### src/rtl/wdog_pkg.sv
package wdog_pkg;

    localparam int SEL_W = 3;
    localparam int PRE_W = (1 << SEL_W) - 1;
    localparam int CNT_W = 8;

    typedef enum logic {
        SRC_OSC   = 1'b0,
        SRC_INSTR = 1'b1
    } tick_src_e;

    // Status word layout, MSB first
    typedef struct packed {
        logic             pdf;
        logic             to;
        logic [3:0]       user_hi;
        logic             user_lo;
        logic [SEL_W-1:0] sel;
    } stat_t;

    localparam int STAT_W = $bits(stat_t);

    typedef struct packed {
        logic single;
        logic part1;
        logic part2;
    } clr_cmd_t;

    // Mask of the low 'sel' prescaler bits
    function automatic logic [PRE_W-1:0] div_mask(input logic [SEL_W-1:0] sel);
        logic [PRE_W-1:0] m;
        m = '0;
        for (int i = 0; i < PRE_W; i++) begin
            if (i < int'(sel)) m[i] = 1'b1;
        end
        return m;
    endfunction

endpackage

### src/rtl/wdog_clear_ctrl.sv
module wdog_clear_ctrl
    import wdog_pkg::*;
(
    input  logic     clk,
    input  logic     rst,
    input  logic     ext_rst,
    input  logic     halt_enter,
    input  logic     dual_mode,
    input  clr_cmd_t cmd,
    output logic     clr_all
);

    logic seen1_q, seen2_q;
    logic pair_done;
    logic sw_clr;

    assign pair_done = dual_mode && (seen1_q || cmd.part1) && (seen2_q || cmd.part2);
    assign sw_clr    = dual_mode ? pair_done : cmd.single;
    assign clr_all   = ext_rst || halt_enter || sw_clr;

    always_ff @(posedge clk) begin
        if (rst || ext_rst || halt_enter || pair_done || !dual_mode) begin
            seen1_q <= 1'b0;
            seen2_q <= 1'b0;
        end else begin
            if (cmd.part1) seen1_q <= 1'b1;
            if (cmd.part2) seen2_q <= 1'b1;
        end
    end

    AST_SEEN_DROPPED: assert property (@(posedge clk) disable iff (rst)
        pair_done |=> (!seen1_q && !seen2_q));

    AST_SINGLE_MODE_NO_MARKS: assert property (@(posedge clk) disable iff (rst)
        !dual_mode |=> (!seen1_q && !seen2_q));

endmodule

### src/rtl/wdog_counter.sv
module wdog_counter
    import wdog_pkg::*;
#(
    parameter int CW = CNT_W
) (
    input  logic             clk,
    input  logic             rst,
    input  logic             clr,
    input  logic             tick,
    input  logic [SEL_W-1:0] sel,
    output logic             ovf
);

    logic [PRE_W-1:0] pre_q;
    logic [CW-1:0]    cnt_q;
    logic [PRE_W-1:0] mask;
    logic             div_tick;

    assign mask     = div_mask(sel);
    assign div_tick = tick && ((pre_q & mask) == mask);
    assign ovf      = div_tick && (cnt_q == {CW{1'b1}}) && !clr;

    always_ff @(posedge clk) begin
        if (rst || clr) begin
            pre_q <= '0;
            cnt_q <= '0;
        end else if (tick) begin
            pre_q <= pre_q + 1'b1;
            if (div_tick) cnt_q <= cnt_q + 1'b1;
        end
    end

    AST_NO_BACK_TO_BACK_WRAP: assert property (@(posedge clk) disable iff (rst)
        ovf |=> !ovf);

    AST_HOLD_WITHOUT_TICK: assert property (@(posedge clk) disable iff (rst)
        (!tick && !clr) |=> ($stable(cnt_q) && $stable(pre_q)));

    AST_CLEAR_RESTARTS: assert property (@(posedge clk) disable iff (rst)
        clr |=> (cnt_q == '0 && pre_q == '0));

endmodule

### src/rtl/wdog_status.sv
module wdog_status
    import wdog_pkg::*;
(
    input  logic       clk,
    input  logic       rst,
    input  logic       we,
    input  logic [7:0] wdata,
    input  logic       halt_enter,
    input  logic       clr_single,
    input  logic       ovf,
    output stat_t      stat
);

    stat_t st_q;

    always_ff @(posedge clk) begin
        if (rst) begin
            st_q         <= '0;
            st_q.sel     <= '1;
        end else begin
            if (we) begin
                st_q.sel     <= wdata[SEL_W-1:0];
                st_q.user_lo <= wdata[3];
                st_q.user_hi <= wdata[7:4];
            end
            if (halt_enter) begin
                st_q.pdf <= 1'b1;
                st_q.to  <= 1'b0;
            end else begin
                if (ovf)        st_q.to  <= 1'b1;
                if (clr_single) st_q.pdf <= 1'b0;
            end
        end
    end

    assign stat = st_q;

    AST_HALT_FLAGS: assert property (@(posedge clk) disable iff (rst)
        halt_enter |=> (stat.pdf && !stat.to));

    AST_TO_STICKY: assert property (@(posedge clk) disable iff (rst)
        (stat.to && !halt_enter) |=> stat.to);

    AST_PDF_CLEARED: assert property (@(posedge clk) disable iff (rst)
        (clr_single && !halt_enter) |=> !stat.pdf);

endmodule

### src/rtl/wdog_core.sv
module wdog_core
    import wdog_pkg::*;
#(
    parameter int CW = CNT_W
) (
    input  logic              clk,
    input  logic              rst,
    input  logic              ext_rst,
    input  logic              tick_src,
    input  logic              osc_tick,
    input  logic              instr_tick,
    input  logic              halted,
    input  logic              halt_enter,
    input  logic              dual_clear,
    input  logic              clr_single,
    input  logic              clr_part1,
    input  logic              clr_part2,
    input  logic              stat_we,
    input  logic [7:0]        stat_wdata,
    output logic              chip_rst_req,
    output logic              warm_rst_req,
    output logic [STAT_W-1:0] status
);

    clr_cmd_t  cmd;
    tick_src_e src;
    logic      clr_all;
    logic      tick;
    logic      ovf;
    stat_t     stat;
    logic      chip_q, warm_q;

    assign cmd  = '{single: clr_single, part1: clr_part1, part2: clr_part2};
    assign src  = tick_src_e'(tick_src);
    assign tick = (src == SRC_INSTR) ? (instr_tick && !halted) : osc_tick;

    wdog_clear_ctrl u_clear (
        .clk        (clk),
        .rst        (rst),
        .ext_rst    (ext_rst),
        .halt_enter (halt_enter),
        .dual_mode  (dual_clear),
        .cmd        (cmd),
        .clr_all    (clr_all)
    );

    wdog_counter #(.CW(CW)) u_count (
        .clk  (clk),
        .rst  (rst),
        .clr  (clr_all),
        .tick (tick),
        .sel  (stat.sel),
        .ovf  (ovf)
    );

    wdog_status u_stat (
        .clk        (clk),
        .rst        (rst),
        .we         (stat_we),
        .wdata      (stat_wdata),
        .halt_enter (halt_enter),
        .clr_single (clr_single),
        .ovf        (ovf),
        .stat       (stat)
    );

    always_ff @(posedge clk) begin
        if (rst) begin
            chip_q <= 1'b0;
            warm_q <= 1'b0;
        end else begin
            chip_q <= ovf && !halted;
            warm_q <= ovf && halted;
        end
    end

    assign chip_rst_req = chip_q;
    assign warm_rst_req = warm_q;
    assign status       = stat;

    AST_REQ_EXCLUSIVE: assert property (@(posedge clk) disable iff (rst)
        !(chip_rst_req && warm_rst_req));

    AST_CHIP_PULSE: assert property (@(posedge clk) disable iff (rst)
        chip_rst_req |=> !chip_rst_req);

    AST_TO_WITH_REQ: assert property (@(posedge clk) disable iff (rst)
        (chip_rst_req || warm_rst_req) |-> status[8]);

    AST_INSTR_HALT_STALL: assert property (@(posedge clk) disable iff (rst)
        (tick_src && halted) |=> !(chip_rst_req || warm_rst_req));

endmodule

### config.mk
export PLATFORM = sky130hd
export DESIGN_NAME = wdog_core
export DESIGN_NICKNAME = d
export VERILOG_FILES = /design/src/rtl/wdog_pkg.sv /design/src/rtl/wdog_clear_ctrl.sv /design/src/rtl/wdog_counter.sv /design/src/rtl/wdog_status.sv /design/src/rtl/wdog_core.sv
export SDC_FILE = /design/constraint.sdc
export NUM_CORES = 1
export LEC_CHECK = 0
export BUFFER_PORTS_ARGS = -buffer_cell sky130_fd_sc_hd__buf_4
export CAP_MARGIN = 0
export CORE_MARGIN = 4
export CORE_UTILIZATION = 56
export CTS_BUF_LIST = sky130_fd_sc_hd__clkbuf_16
export CTS_CLUSTER_DIAMETER = 40
export DETAILED_ROUTE_END_ITERATION = 16
export GPL_ROUTABILITY_DRIVEN = 1
export GPL_TIMING_DRIVEN = 0
export PLACE_DENSITY = 0.87
export SYNTH_ARGS = -nofsm -noshare
export SYNTH_HDL_FRONTEND = slang
export SYNTH_HIERARCHICAL = 1
export SYNTH_SLANG_ARGS = --single-unit
### constraint.sdc
create_clock -name clk -period 7.2 [get_ports clk]
set_input_delay 0.72 -clock clk [delete_from_list [all_inputs] [get_ports clk]]
set_output_delay 0.72 -clock clk [all_outputs]
set_load 0.01 [all_outputs]
======== Word level (Yosys, flattened, before mapping) ========
Cells that the tools add are included.
Widths: inputs -> output; s select.
storage, ports and cells
  memories ................................ 0
  output and inout bits ................... 12
  bits in registers ....................... 29
  bits in read-only memories .............. 0
  RAM bits ................................ 0
  bits of input ports ..................... 21
  bits in latches ......................... 0
cells by class
  shifts and indexed selects .............. 0
  multipliers ............................. 0
  $add $sub $neg .......................... 2
  bitwise logic cells ..................... 1
  magnitude comparators ................... 7
  multiplexer cells ....................... 12
  divide/modulo/power cells ............... 0
  eq/ne operators ......................... 2
  reduce and logical (&&, ||, !) cells .... 23
operator list
  cell                 number
  $mux 1               11
  $logic_or 1x1->1     9
  $lt 3x3->1 const A   3
  $add 8x1->8 const B  1
  $eq 8x8->1 const B   1
  $logic_and 1x1->1    8
  $add 7x1->7 const B  1
  $and 7x7->7          1
  $eq 7x7->1           1
  $lt 1x3->1 const A   2
  $lt 2x3->1 const A   2
  $logic_not 1->1      3
  $mux 2               1
  $reduce_and 2->1     1
  $reduce_bool 2->1    1
  $reduce_or 2->1      1

======== Logic depth before layout (Yosys ltp) ========
  depth after elaboration ................. 9
  gate-level depth with buffers ........... 9

======== Modules after synthesis ========
The synthesis kept the hierarchy.
modules (own cells, without submodules)
  module           times used  cells an instance  area an instance (sq um)  seq. area each (sq um)
  wdog_counter     1           90                 803.3                     300.3
  wdog_status      1           33                 360.3                     200.2
  wdog_clear_ctrl  1           11                 106.4                     40.0
  wdog_core        1           7                  73.8                      40.0

======== Least setup slack after synthesis ========
No wires, ideal clock.
  path kind ............................... input to register
  start ................................... input port osc_tick
  end ..................................... register chip_q (netlist: chip_rst_req)
  slack ................................... 4.193 ns
  stages .................................. 8
  arrival ................................. 2.928 ns
  cell sequence ........................... inv_1 > o21ai_0 > nand4_2 > o32a_1 > buf_6 > or4_4 > and4bb_1 > nor3b_1
on the way
  longest elaborated chain between the ends .. 5
ends and longest elaborated chain
  what                             line                source
  from (decl)                      wdog_core.sv:10     input logic osc_tick,
  $mux 1                           wdog_core.sv:35     assign tick = (src == SRC_INSTR) ? (instr_tick && !halted) : osc_tick;
  net tick                         wdog_core.sv:28     logic tick;
  $logic_and 1x1->1                wdog_counter.sv:20  assign div_tick = tick && ((pre_q & mask) == mask);
  $logic_and 1x1->1 (2 in series)  wdog_counter.sv:21  assign ovf = div_tick && (cnt_q == {CW{1'b1}}) && !clr;
  net ovf                          wdog_core.sv:29     logic ovf;
  $logic_and 1x1->1                wdog_core.sv:72     chip_q <= ovf && !halted;
  to (signal assigned)             wdog_core.sv:72
  to (decl)                        wdog_core.sv:31     logic chip_q, warm_q;
The timed path passes the listed nets, and every way through them passes these cells.
A chain may end at the register's enable or synchronous reset.

======== Worst setup path in the final report ========
Ends and elaborated chain as after synthesis.

==> reports/metrics.cfg <==
[outcome]
status = completed

[global_route]
grt_max_degree = 13
grt_overflow = 0
antenna_found_initial = 0
grt_pass1_vias = 1179
grt_first_pass_wirelength_mm = 5.133
track_usage_pct = 19.67

[clocking]
cts_hold_buf = 0
clock_latency_ns = 0.27
clk_path_buf_depth = 2
cts_setup_buffers = 0
root_buffer = clkbuf_16
clock_sinks = 29
tritoncts = yes
cts_made_buffers = 5
cts-htree-levels = 2
post_cts_resized = 0
clk_pin_slew_ns = 0.05

[route]
drt_iter0_drc = 30
ant_nets = 0
vias_per_cell = 5.622
wl_met3_um = 224
wl_per_cell_um = 13.81
vias = 1175
m1WireLength_mm = 1.246
drt_wl_total_mm = 2.887
post-route-drc-count = 0
wl_met2_mm = 1.407
dr.pass1.iters = 4
highest_layer = met4

[layout]
fillerInstances = 160
multi_input_area_um2 = 713.2
mostFrequentLayoutCell = buf_4
final_core_util_pct = 79.02
seq_area_um2 = 580.6
diodes = 0
drive_above_1_share_pct = 28.18
nNetsFinal = 203
syn_to_final_growth_pct = 32.59
final_cell_mix = 32 x buf_4, 29 x dfxtp_1, 15 x nor2_1

[timing]
fmaxAchievable_ghz = 0.3102
clock_skew_ns = 0.007073
worst_pin_slew_ns = 0.8209
setup_viol = 0
max_slew_margin_pct = 44.70
period_minus_slack_ns = 3.224
slew_violations = 0
finalHoldViolCount = 0
finalSetupTns_ns = 0
rsz0062_at_grt = false
period_share_pct = 44.78

[setup_path]
path_class = input port to register
rrSetupSlack_ns = 4.81
cp-start-kind = input port
required_ns = 7.36
crit_path_top_delay_cell = o21ai_0
worstPathMaxFanout = 10
crit_path_end_kind = register
worst-path-buf-inv = 3
cp_top_family = simple AND/OR/NAND/NOR gates
arrival_ns = 3.38
critPathMaxStageDelay_ns = 0.65
worstPathCellList = buf_4 > inv_1 > o21ai_0 > nand4_2 > o32a_1 > buf_6 > or4_4 > and4bb_1 > nor3b_1

[synth]
synthArstFlopShare_pct = 0
yosysSeqAreaShare_pct = 43.20
syn_nets = 164
yosys_register_bits = 29
netlist_area_mm2 = 0.001344
synth_ff_type = dfxtp_1
yosys_warnings = 6
synth_edf_count = 0
ys_types = 44
synthCells = 141
synth.avg_cell_area_um2 = 9.530

[placed_design]
gp_congestion = 0.8965
io_buffer_count = 32
hpwl_mm = 2.132

[floorplanning]
fp.dieArea_mm2 = 0.003247
initial_core_util_pct = 59.60
die_h_um = 56.99
pin_count = 33
die-width_um = 56.99
core-area_mm2 = 0.002255
row_count = 17

[flow_run]
cap_viol_max_count = 0

[pwr]
power_frac_comb_pct = 8.3
p_int_mw = 0.3432
power.share.clock_pct = 52.4
p_switching_mw = 0.08262
p_leak_nw = 0.7411
peakVddDrop_mv = 0.2019
power_density_mw_per_mm2 = 239.0
sequentialPowerShare_pct = 39.2
sw_frac_of_total_pct = 19.40

[worst_hold_path]
holdCritPathClass = register to register

stage by stage:
step                setup WS, ns  instances  power, mW  hold slack (ns)  cell area, um2
global route               3.828        209     0.4406           0.4884            1782
CTS                        3.969        209     0.4284           0.4600            1782
global placement           3.835        201     0.2042           0.4410            1619
detailed placement         3.732        201     0.2057           0.4533            1619
floorplan                  4.193        141     0.1875           0.4265            1344
finish                     3.976        209     0.4259           0.4631            1782
state kept, by name (all words and copies together) (netlist names):
| register | cells |
|---|---|
| chip_rst_req | 1 |
| u_count/cnt_q | 8 |
| u_clear/seen1_q | 1 |
| u_count/pre_q | 7 |
| warm_rst_req | 1 |
| u_stat/stat | 10 |
| u_clear/seen2_q | 1 |
cell usage after synthesis, types with 2 or more instances:
master,n,area [um2]
buf_6,2,22.52
nand2b_1,4,25.02
nor2_1,15,56.30
ha_1,2,25.02
o21ai_0,4,20.02
and3_1,2,12.51
or3_1,7,43.79
nor2b_2,2,17.52
xnor2_1,4,35.03
nand3_1,3,15.01
mux2i_1,12,120.1
dfxtp_1,29,580.6
a211o_1,2,17.52
a21oi_1,4,20.02
nor4_1,3,18.77
nor4b_1,2,17.52
nor3_1,2,10.01
a21boi_0,2,15.01
nand2_1,11,41.29
inv_1,5,18.77
power groups by stage:
stage	Clock (mW)	Combinational, mW	Sequential, mW
after floorplan	0	0.0164	0.171
after global placement	0	0.0343	0.170
after detailed placement	0	0.0357	0.170
after CTS	0.225	0.0359	0.167
after global routing	0.234	0.0392	0.167
final	0.223	0.0355	0.167
logic make-up after synthesis:
family | Yosys count | share of synthesized area, %
buffers and inverters | 9 | 3.724
and+or+nand+nor | 65 | 29.05
AOI/OAI and AO/OA | 19 | 9.964
adders and majority gates | 2 | 1.862
xor gates and xnor gates | 5 | 3.259
muxes | 12 | 8.939
DFF | 29 | 43.20
final cells by class:
type | count | area share (%)
multi-input combinational | 103 | 40.03
sequential | 29 | 32.58
timing repair buffer | 32 | 13.48
clock buffer | 5 | 7.022
clock inverter | 3 | 2.107
tap | 28 | 1.966
buffer | 4 | 1.756
inverter | 5 | 1.053
worst paths after layout:
path / from / endpoint / depth (start not counted)
max: osc_tick / chip_rst_req / 9
min: u_clear/seen1_q / u_clear/seen2_q / 1
min reg2reg: u_clear/seen1_q / u_clear/seen2_q / 1
max reg2reg: u_count/pre_q[0] / chip_rst_req / 6
worst reg2reg max path, cell delays in order (launching register included):
cell and delay (ns):
dfxtp_1 0.43, nand4_2 0.17, o32a_1 0.40, buf_6 0.14, or4_4 0.52, and4bb_1 0.34, nor3b_1 0.27
metal layers:
layer,up-vias,GRT usage [%]
met5,-,0
met4,0,4.636
met3,2,7.692
met2,41,32.79
met1,548,23.92
li1,584,-
Power figures use the tool's default switching activity.
